$ cat config.mk
export PLATFORM = sky130hd
export DESIGN_NAME = ccd_mode_gate
export DESIGN_NICKNAME = d
export VERILOG_FILES = /design/src/rtl/ccd_gate_pkg.sv /design/src/rtl/ccd_mode_decode.sv /design/src/rtl/ccd_stby_ctl.sv /design/src/rtl/ccd_color_steer.sv /design/src/rtl/ccd_gate_reg.sv /design/src/rtl/ccd_mode_gate.sv
export SDC_FILE = /design/constraint.sdc
export NUM_CORES = 1
export LEC_CHECK = 0
export ABC_AREA = 1
export BUFFER_PORTS_ARGS = -buffer_cell sky130_fd_sc_hd__buf_2
export CAP_MARGIN = 20
export CORE_ASPECT_RATIO = 1.4
export CORE_UTILIZATION = 44
export DETAILED_ROUTE_END_ITERATION = 7
export PLACE_DENSITY_LB_ADDON = 0.2
export SLEW_MARGIN = 40
export SYNTH_ARGS = -nofsm -noshare
export SYNTH_HDL_FRONTEND = slang
export SYNTH_HIERARCHICAL = 1
export SYNTH_SLANG_ARGS = --single-unit
$ cat constraint.sdc
create_clock -name clk -period 1 [get_ports clk]
set_clock_uncertainty 0.15 [all_clocks]
set_input_delay 0.2 -clock clk [delete_from_list [all_inputs] [get_ports clk]]
set_output_delay 0.2 -clock clk [all_outputs]
set_load 0.03 [all_outputs]
$ cat src/rtl/ccd_gate_pkg.sv
package ccd_gate_pkg;

   localparam int PAIR_W = 2;

   typedef enum logic [2:0] {
      MD_ANA_COLOR  = 3'd0,
      MD_DIG_COLOR1 = 3'd1,
      MD_DIG_COLOR2 = 3'd2,
      MD_ANA_MONO   = 3'd3,
      MD_BAD        = 3'd4
   } op_mode_e;

   function automatic op_mode_e decode_mode(input logic dig, input logic mono, input logic test);
      op_mode_e m;
      case ({dig, mono, test})
         3'b000:  m = MD_ANA_COLOR;
         3'b100:  m = MD_DIG_COLOR1;
         3'b101:  m = MD_DIG_COLOR2;
         3'b010:  m = MD_ANA_MONO;
         default: m = MD_BAD;
      endcase
      return m;
   endfunction

endpackage

$ cat src/rtl/ccd_mode_decode.sv
module ccd_mode_decode
   import ccd_gate_pkg::*;
(
   input  logic     dig,
   input  logic     mono,
   input  logic     test,
   output op_mode_e mode,
   output logic     illegal
);
   always_comb begin
      mode    = decode_mode(dig, mono, test);
      illegal = (mode == MD_BAD);
   end
endmodule

$ cat src/rtl/ccd_stby_ctl.sv
module ccd_stby_ctl (
   input  logic illegal,
   input  logic dig,
   input  logic run,
   input  logic keep_pix,
   output logic halt_all,
   output logic halt_pix
);
   logic stby_req;

   always_comb begin
      // the two clamp pins only act as standby inputs with digital processing
      stby_req = dig && !run;
      halt_all = illegal || stby_req;
      halt_pix = illegal || (stby_req && !keep_pix);
   end
endmodule

$ cat src/rtl/ccd_color_steer.sv
module ccd_color_steer
   import ccd_gate_pkg::*;
(
   input  op_mode_e          mode,
   input  logic [PAIR_W-1:0] csep_raw,
   input  logic [PAIR_W-1:0] swsh_raw,
   input  logic [PAIR_W-1:0] dl_raw,
   input  logic              shp_raw,
   input  logic              shd_raw,
   input  logic              burst_raw,
   input  logic              lid_raw,
   output logic [PAIR_W-1:0] csep_s,
   output logic [PAIR_W-1:0] swsh_s,
   output logic [PAIR_W-1:0] dl_s,
   output logic              burst_s,
   output logic              lid_s
);
   localparam logic [PAIR_W-1:0] CSEP_IDLE = '1;
   localparam logic [PAIR_W-1:0] DL_IDLE   = PAIR_W'(1);

   always_comb begin
      csep_s  = csep_raw;
      swsh_s  = swsh_raw;
      dl_s    = dl_raw;
      burst_s = burst_raw;
      lid_s   = lid_raw;
      unique case (mode)
         MD_ANA_COLOR: ;
         MD_DIG_COLOR1: begin
            csep_s = CSEP_IDLE;
            swsh_s = '0;
            dl_s   = DL_IDLE;
         end
         MD_DIG_COLOR2: begin
            csep_s = CSEP_IDLE;
            dl_s   = DL_IDLE;
         end
         MD_ANA_MONO: begin
            csep_s  = CSEP_IDLE;
            dl_s    = DL_IDLE;
            swsh_s  = {shd_raw, shp_raw};
            burst_s = 1'b0;
            lid_s   = 1'b0;
         end
         default: ;
      endcase
   end
endmodule

$ cat src/rtl/ccd_gate_reg.sv
module ccd_gate_reg #(
   parameter int W    = 1,
   parameter bit HOLD = 1'b0
) (
   input  logic         clk,
   input  logic         rst_n,
   input  logic         halt,
   input  logic [W-1:0] d,
   output logic [W-1:0] q
);
   if (W < 1) begin : g_bad_w
      $error("ccd_gate_reg: W must be at least 1");
   end

   if (HOLD) begin : g_hold
      always_ff @(posedge clk or negedge rst_n) begin
         if (!rst_n)     q <= '0;
         else if (!halt) q <= d;
      end
   end else begin : g_low
      always_ff @(posedge clk or negedge rst_n) begin
         if (!rst_n) q <= '0;
         else        q <= halt ? '0 : d;
      end
   end
endmodule

$ cat src/rtl/ccd_mode_gate.sv
module ccd_mode_gate
   import ccd_gate_pkg::*;
#(
   parameter int N_READ  = 2,
   parameter int N_VCLK  = 4,
   parameter int N_HCLK  = 2,
   parameter int N_CLAMP = 4
) (
   input  logic               clk,
   input  logic               rst_n,
   input  logic               proc_dig_i,
   input  logic               mono_i,
   input  logic               test_i,
   input  logic               stby_run_i,
   input  logic               stby_keep_pix_i,
   input  logic               raw_pix_i,
   input  logic               raw_mclk_i,
   input  logic [N_READ-1:0]  raw_read_i,
   input  logic [N_VCLK-1:0]  raw_vclk_i,
   input  logic               raw_disch_i,
   input  logic [N_HCLK-1:0]  raw_hclk_i,
   input  logic               raw_rgate_i,
   input  logic               raw_shp_i,
   input  logic               raw_shd_i,
   input  logic [1:0]         raw_csep_i,
   input  logic [1:0]         raw_swsh_i,
   input  logic [1:0]         raw_dl_i,
   input  logic [N_CLAMP-1:0] raw_clamp_i,
   input  logic               raw_blank_i,
   input  logic               raw_lid_i,
   input  logic               raw_wen_i,
   input  logic               raw_burst_i,
   output logic               pix_o,
   output logic               mclk_o,
   output logic [N_READ-1:0]  read_o,
   output logic [N_VCLK-1:0]  vclk_o,
   output logic               disch_o,
   output logic [N_HCLK-1:0]  hclk_o,
   output logic               rgate_o,
   output logic               shp_o,
   output logic               shd_o,
   output logic [1:0]         csep_o,
   output logic [1:0]         swsh_o,
   output logic [1:0]         dl_o,
   output logic [N_CLAMP-1:0] clamp_o,
   output logic               blank_o,
   output logic               lid_o,
   output logic               wen_o,
   output logic               burst_o,
   output logic               clamp_in_mode_o,
   output logic               mode_err_o
);
   localparam int LOW_W    = N_READ + N_VCLK + 1 + N_HCLK + 1 + 1 + 1 + 3*PAIR_W;
   localparam int FREEZE_W = 1 + N_CLAMP + 4;

   if (N_READ < 1 || N_VCLK < 1 || N_HCLK < 1) begin : g_bad_drive
      $error("ccd_mode_gate: drive pulse widths must be at least 1");
   end
   if (N_CLAMP < 3) begin : g_bad_clamp
      $error("ccd_mode_gate: at least three clamp pulses are required");
   end

   op_mode_e          mode;
   logic              illegal;
   logic              halt_all;
   logic              halt_pix;
   logic [PAIR_W-1:0] csep_s, swsh_s, dl_s;
   logic              burst_s, lid_s;
   logic [LOW_W-1:0]    low_d, low_q;
   logic [FREEZE_W-1:0] frz_d, frz_q;

   ccd_mode_decode u_dec (
      .dig     (proc_dig_i),
      .mono    (mono_i),
      .test    (test_i),
      .mode    (mode),
      .illegal (illegal)
   );

   ccd_stby_ctl u_stby (
      .illegal  (illegal),
      .dig      (proc_dig_i),
      .run      (stby_run_i),
      .keep_pix (stby_keep_pix_i),
      .halt_all (halt_all),
      .halt_pix (halt_pix)
   );

   ccd_color_steer u_steer (
      .mode      (mode),
      .csep_raw  (raw_csep_i),
      .swsh_raw  (raw_swsh_i),
      .dl_raw    (raw_dl_i),
      .shp_raw   (raw_shp_i),
      .shd_raw   (raw_shd_i),
      .burst_raw (raw_burst_i),
      .lid_raw   (raw_lid_i),
      .csep_s    (csep_s),
      .swsh_s    (swsh_s),
      .dl_s      (dl_s),
      .burst_s   (burst_s),
      .lid_s     (lid_s)
   );

   assign low_d = {raw_read_i, raw_vclk_i, raw_disch_i, raw_hclk_i, raw_rgate_i,
                   raw_shp_i, raw_shd_i, csep_s, swsh_s, dl_s};
   assign frz_d = {raw_mclk_i, raw_clamp_i, raw_blank_i, lid_s, raw_wen_i, burst_s};

   ccd_gate_reg #(.W(LOW_W), .HOLD(1'b0)) u_low (
      .clk (clk), .rst_n (rst_n), .halt (halt_all), .d (low_d), .q (low_q)
   );

   ccd_gate_reg #(.W(FREEZE_W), .HOLD(1'b1)) u_frz (
      .clk (clk), .rst_n (rst_n), .halt (halt_all), .d (frz_d), .q (frz_q)
   );

   ccd_gate_reg #(.W(1), .HOLD(1'b0)) u_pix (
      .clk (clk), .rst_n (rst_n), .halt (halt_pix), .d (raw_pix_i), .q (pix_o)
   );

   always_ff @(posedge clk or negedge rst_n) begin
      if (!rst_n) begin
         clamp_in_mode_o <= 1'b0;
         mode_err_o      <= 1'b0;
      end else begin
         clamp_in_mode_o <= proc_dig_i;
         mode_err_o      <= illegal;
      end
   end

   assign {read_o, vclk_o, disch_o, hclk_o, rgate_o, shp_o, shd_o, csep_o, swsh_o, dl_o} = low_q;
   assign {mclk_o, clamp_o, blank_o, lid_o, wen_o, burst_o} = frz_q;

endmodule

==> flow_metrics.tcl <==
set metrics [dict create \
    cts_tree "yes" \
    grt_max_degree 24 \
    routed_via_density 4.56 \
    hold_viol_final 0 \
    clock-sinks 30 \
    cts.clk_slew.worst_paths_ns 0.09 \
    synthTopCellsByCount "nand2_1, dfrtp_1, inv_1, nor2_1, nand2_2" \
    fp-row-count 22 \
    start_kind "flip-flop" \
    grt_pass1_wl_um 5680 \
    finalNetCount 283 \
    post-dp-hpwl_um 2070 \
    drtAntennaViolNets 0 \
    port_buffers 64 \
    root_buffer "clkbuf_4" \
    synthTopCellsByArea "dfrtp_1, nand2_1, inv_1" \
    yosys_register_bits 30 \
    h-tree-depth 2 \
    dieHeight_um 64.7 \
    slew_viol_final 0 \
    yosys.area.top_type "dfrtp_1" \
    drt_iter0_drc 11 \
    hp-class "input port to flip-flop" \
    ys_seq_area_frac 0.607 \
    ys_warn_count 6 \
    firstDrtPassIters 4 \
    wl_per_cell_um 14.0 \
    synth_ff_type "dfrtp_1" \
    final_core_util 0.863 \
    syn_area_um2 1240 \
    violations "setup timing" \
    status "complete, but fails checks" \
    rsz0062_at_grt "yes" \
    synth.net_count 179 \
    finalSetupViolCount 30 \
    nFillCells 149 \
    synth_edf_count 0 \
    p_leak_nw 1.31 \
    diodes 0 \
    required_ns 0.65 \
    register_area_um2 751 \
    final_layout_size_suffix_gt1_frac 0.411 \
    areaGrowthSynthToFinish_pct 84.2 \
    ys_async_sr_fraction 1.00 \
    max_freq_mhz 809 \
    fin_crit_ns 1.24 \
    multi_input_area_um2 374 \
    yosysMostFrequentCell "nand2_1" \
    worst-setup-path-type "flip-flop to primary output" \
    dieArea_um2 3030 \
    gr-usage-met1 0.253 \
    clock_latency_ns 0.32 \
    grt.met3_usage 0.0669 \
    setup_slack_ns -0.236 \
    grt_util_all_layers 0.270 \
    power_mw 3.11 \
    grt-busiest-layer "met2" \
    die_width_um 46.8 \
    cp-end-kind "primary output" \
    max-cap-violations 0 \
    start_util 0.468 \
    tns_ns -6.11 \
    crit_arrival_ns 0.89 \
    grt_pass1_vias 1375 \
    ir_drop_mv 0.975 \
    crit_chain "buf_6" \
    synth_cell_type_count 13 \
    wl_um 3970 \
    coreArea_um2 2640 \
    ios 65 \
    dp_slack_ns -0.442 \
    tightest_slew_ns 0.210 \
    overflow 0 \
    vias 1294 \
    antenna_found_initial 0 \
    critPathTopFamily "flip-flops" \
    cp_slowest_stage_delay_ns 0.41 \
    routabilityCongestion 0.747 \
    synth.avg_cell_area_um2 8.59 \
    synth_top_area_frac 0.607 \
    period_share 1.24 \
    cts_buffers 5 \
    p_per_area_nw_per_um2 1370 \
    met2_usage 0.497 \
    slew_headroom 0.860 \
    crit_path_top_delay_cell "dfrtp_1" \
    crit_buf_inv 1 \
    critPathMaxFanout 2 \
    post-route-drc-count 0 \
    clockBufferDepth 2 \
    netlist_instances 144 \
]
area by class of cell:
cell class / count / area share
Timing Repair Buffer: 101 / 0.403
Sequential cell: 30 / 0.329
Tap cell: 36 / 0.0198
Multi-Input combinational cell: 77 / 0.164
Inverter: 33 / 0.0642
Clock buffer: 7 / 0.0198
metal layers:
metal | share of wire | vias up
li1 | - | 608
met1 | 0.33 | 614
met2 | 0.59 | 60
met3 | 0.049 | 12
met4 | 0.029 | 0
met5 | 0 | -
power by group:
group	total [mW]	switching (mW)	internal, mW
combinational	1.07	0.564	0.509
sequential	1.40	0.0744	1.32
clock	0.645	0.380	0.265
total	3.11	1.02	2.10
registers in the layout, indices dropped and copies added, names as in the netlist:
name,count
u_frz/q,9
clamp_in_mode_o,1
u_pix/q,1
u_low/q,18
mode_err_o,1
layout by cell type (no fill, tap or decap):
master,count
inv_2,1
buf_6,32
inv_4,2
nand2_1,38
dfrtp_1,30
nand2_2,6
dlygate4sd3_1,23
buf_4,12
nor2_1,21
o21ai_2,1
inv_6,1
clkbuf_1,2
nand2_4,3
nand3_1,1
buf_12,4
buf_2,29
nor2_2,2
inv_1,28
nand2_8,1
nor2_4,2
clkbuf_4,5
inv_12,1
dlymetal6s4s_1,1
nand4_1,2
what timing repair did:
action | in CTS | in global routing
endpoints found under the hold margin | 53 | 0
endpoints found under the setup margin | 46 | 36
hold buffers | 24 | 0
pin swaps | 1 | 16
resized for setup | 63 | 9
buffers inserted | 1 | 8
worst paths after layout:
| check | start | end | slack, ns | depth (start not counted) |
|---|---|---|---|---|
| max in group asynchronous | rst_n | u_low/q[11] | 0.21 | 3 |
| hold / removal | raw_csep_i[0] | u_low/q[4] | 0.003 | 5 |
| min in group asynchronous | rst_n | u_frz/q[3] | 0.11 | 2 |
| hold reg to reg | u_frz/q[4] | u_frz/q[4] | 0.38 | 2 |
| setup reg to reg | u_frz/q[6] | u_frz/q[6] | 0.03 | 4 |
| setup / recovery | u_frz/q[0] | burst_o | -0.24 | 1 |
cells by family after synthesis:
group           synth area share
compound gates           0.00708
simple gates               0.250
buf+inv                    0.136
flops                      0.607
through the flow:
step	cells	hold WS, ns	cell area [um^2]
after global placement	247	-0.0919	1720
after detailed placement	247	-0.0906	1720
after global routing	284	0.0317	2280
after floorplan	144	-0.246	1300
final	284	0.00346	2280
after CTS	279	0.000512	2210
No activity file was read; power rests on OpenSTA's default activity.
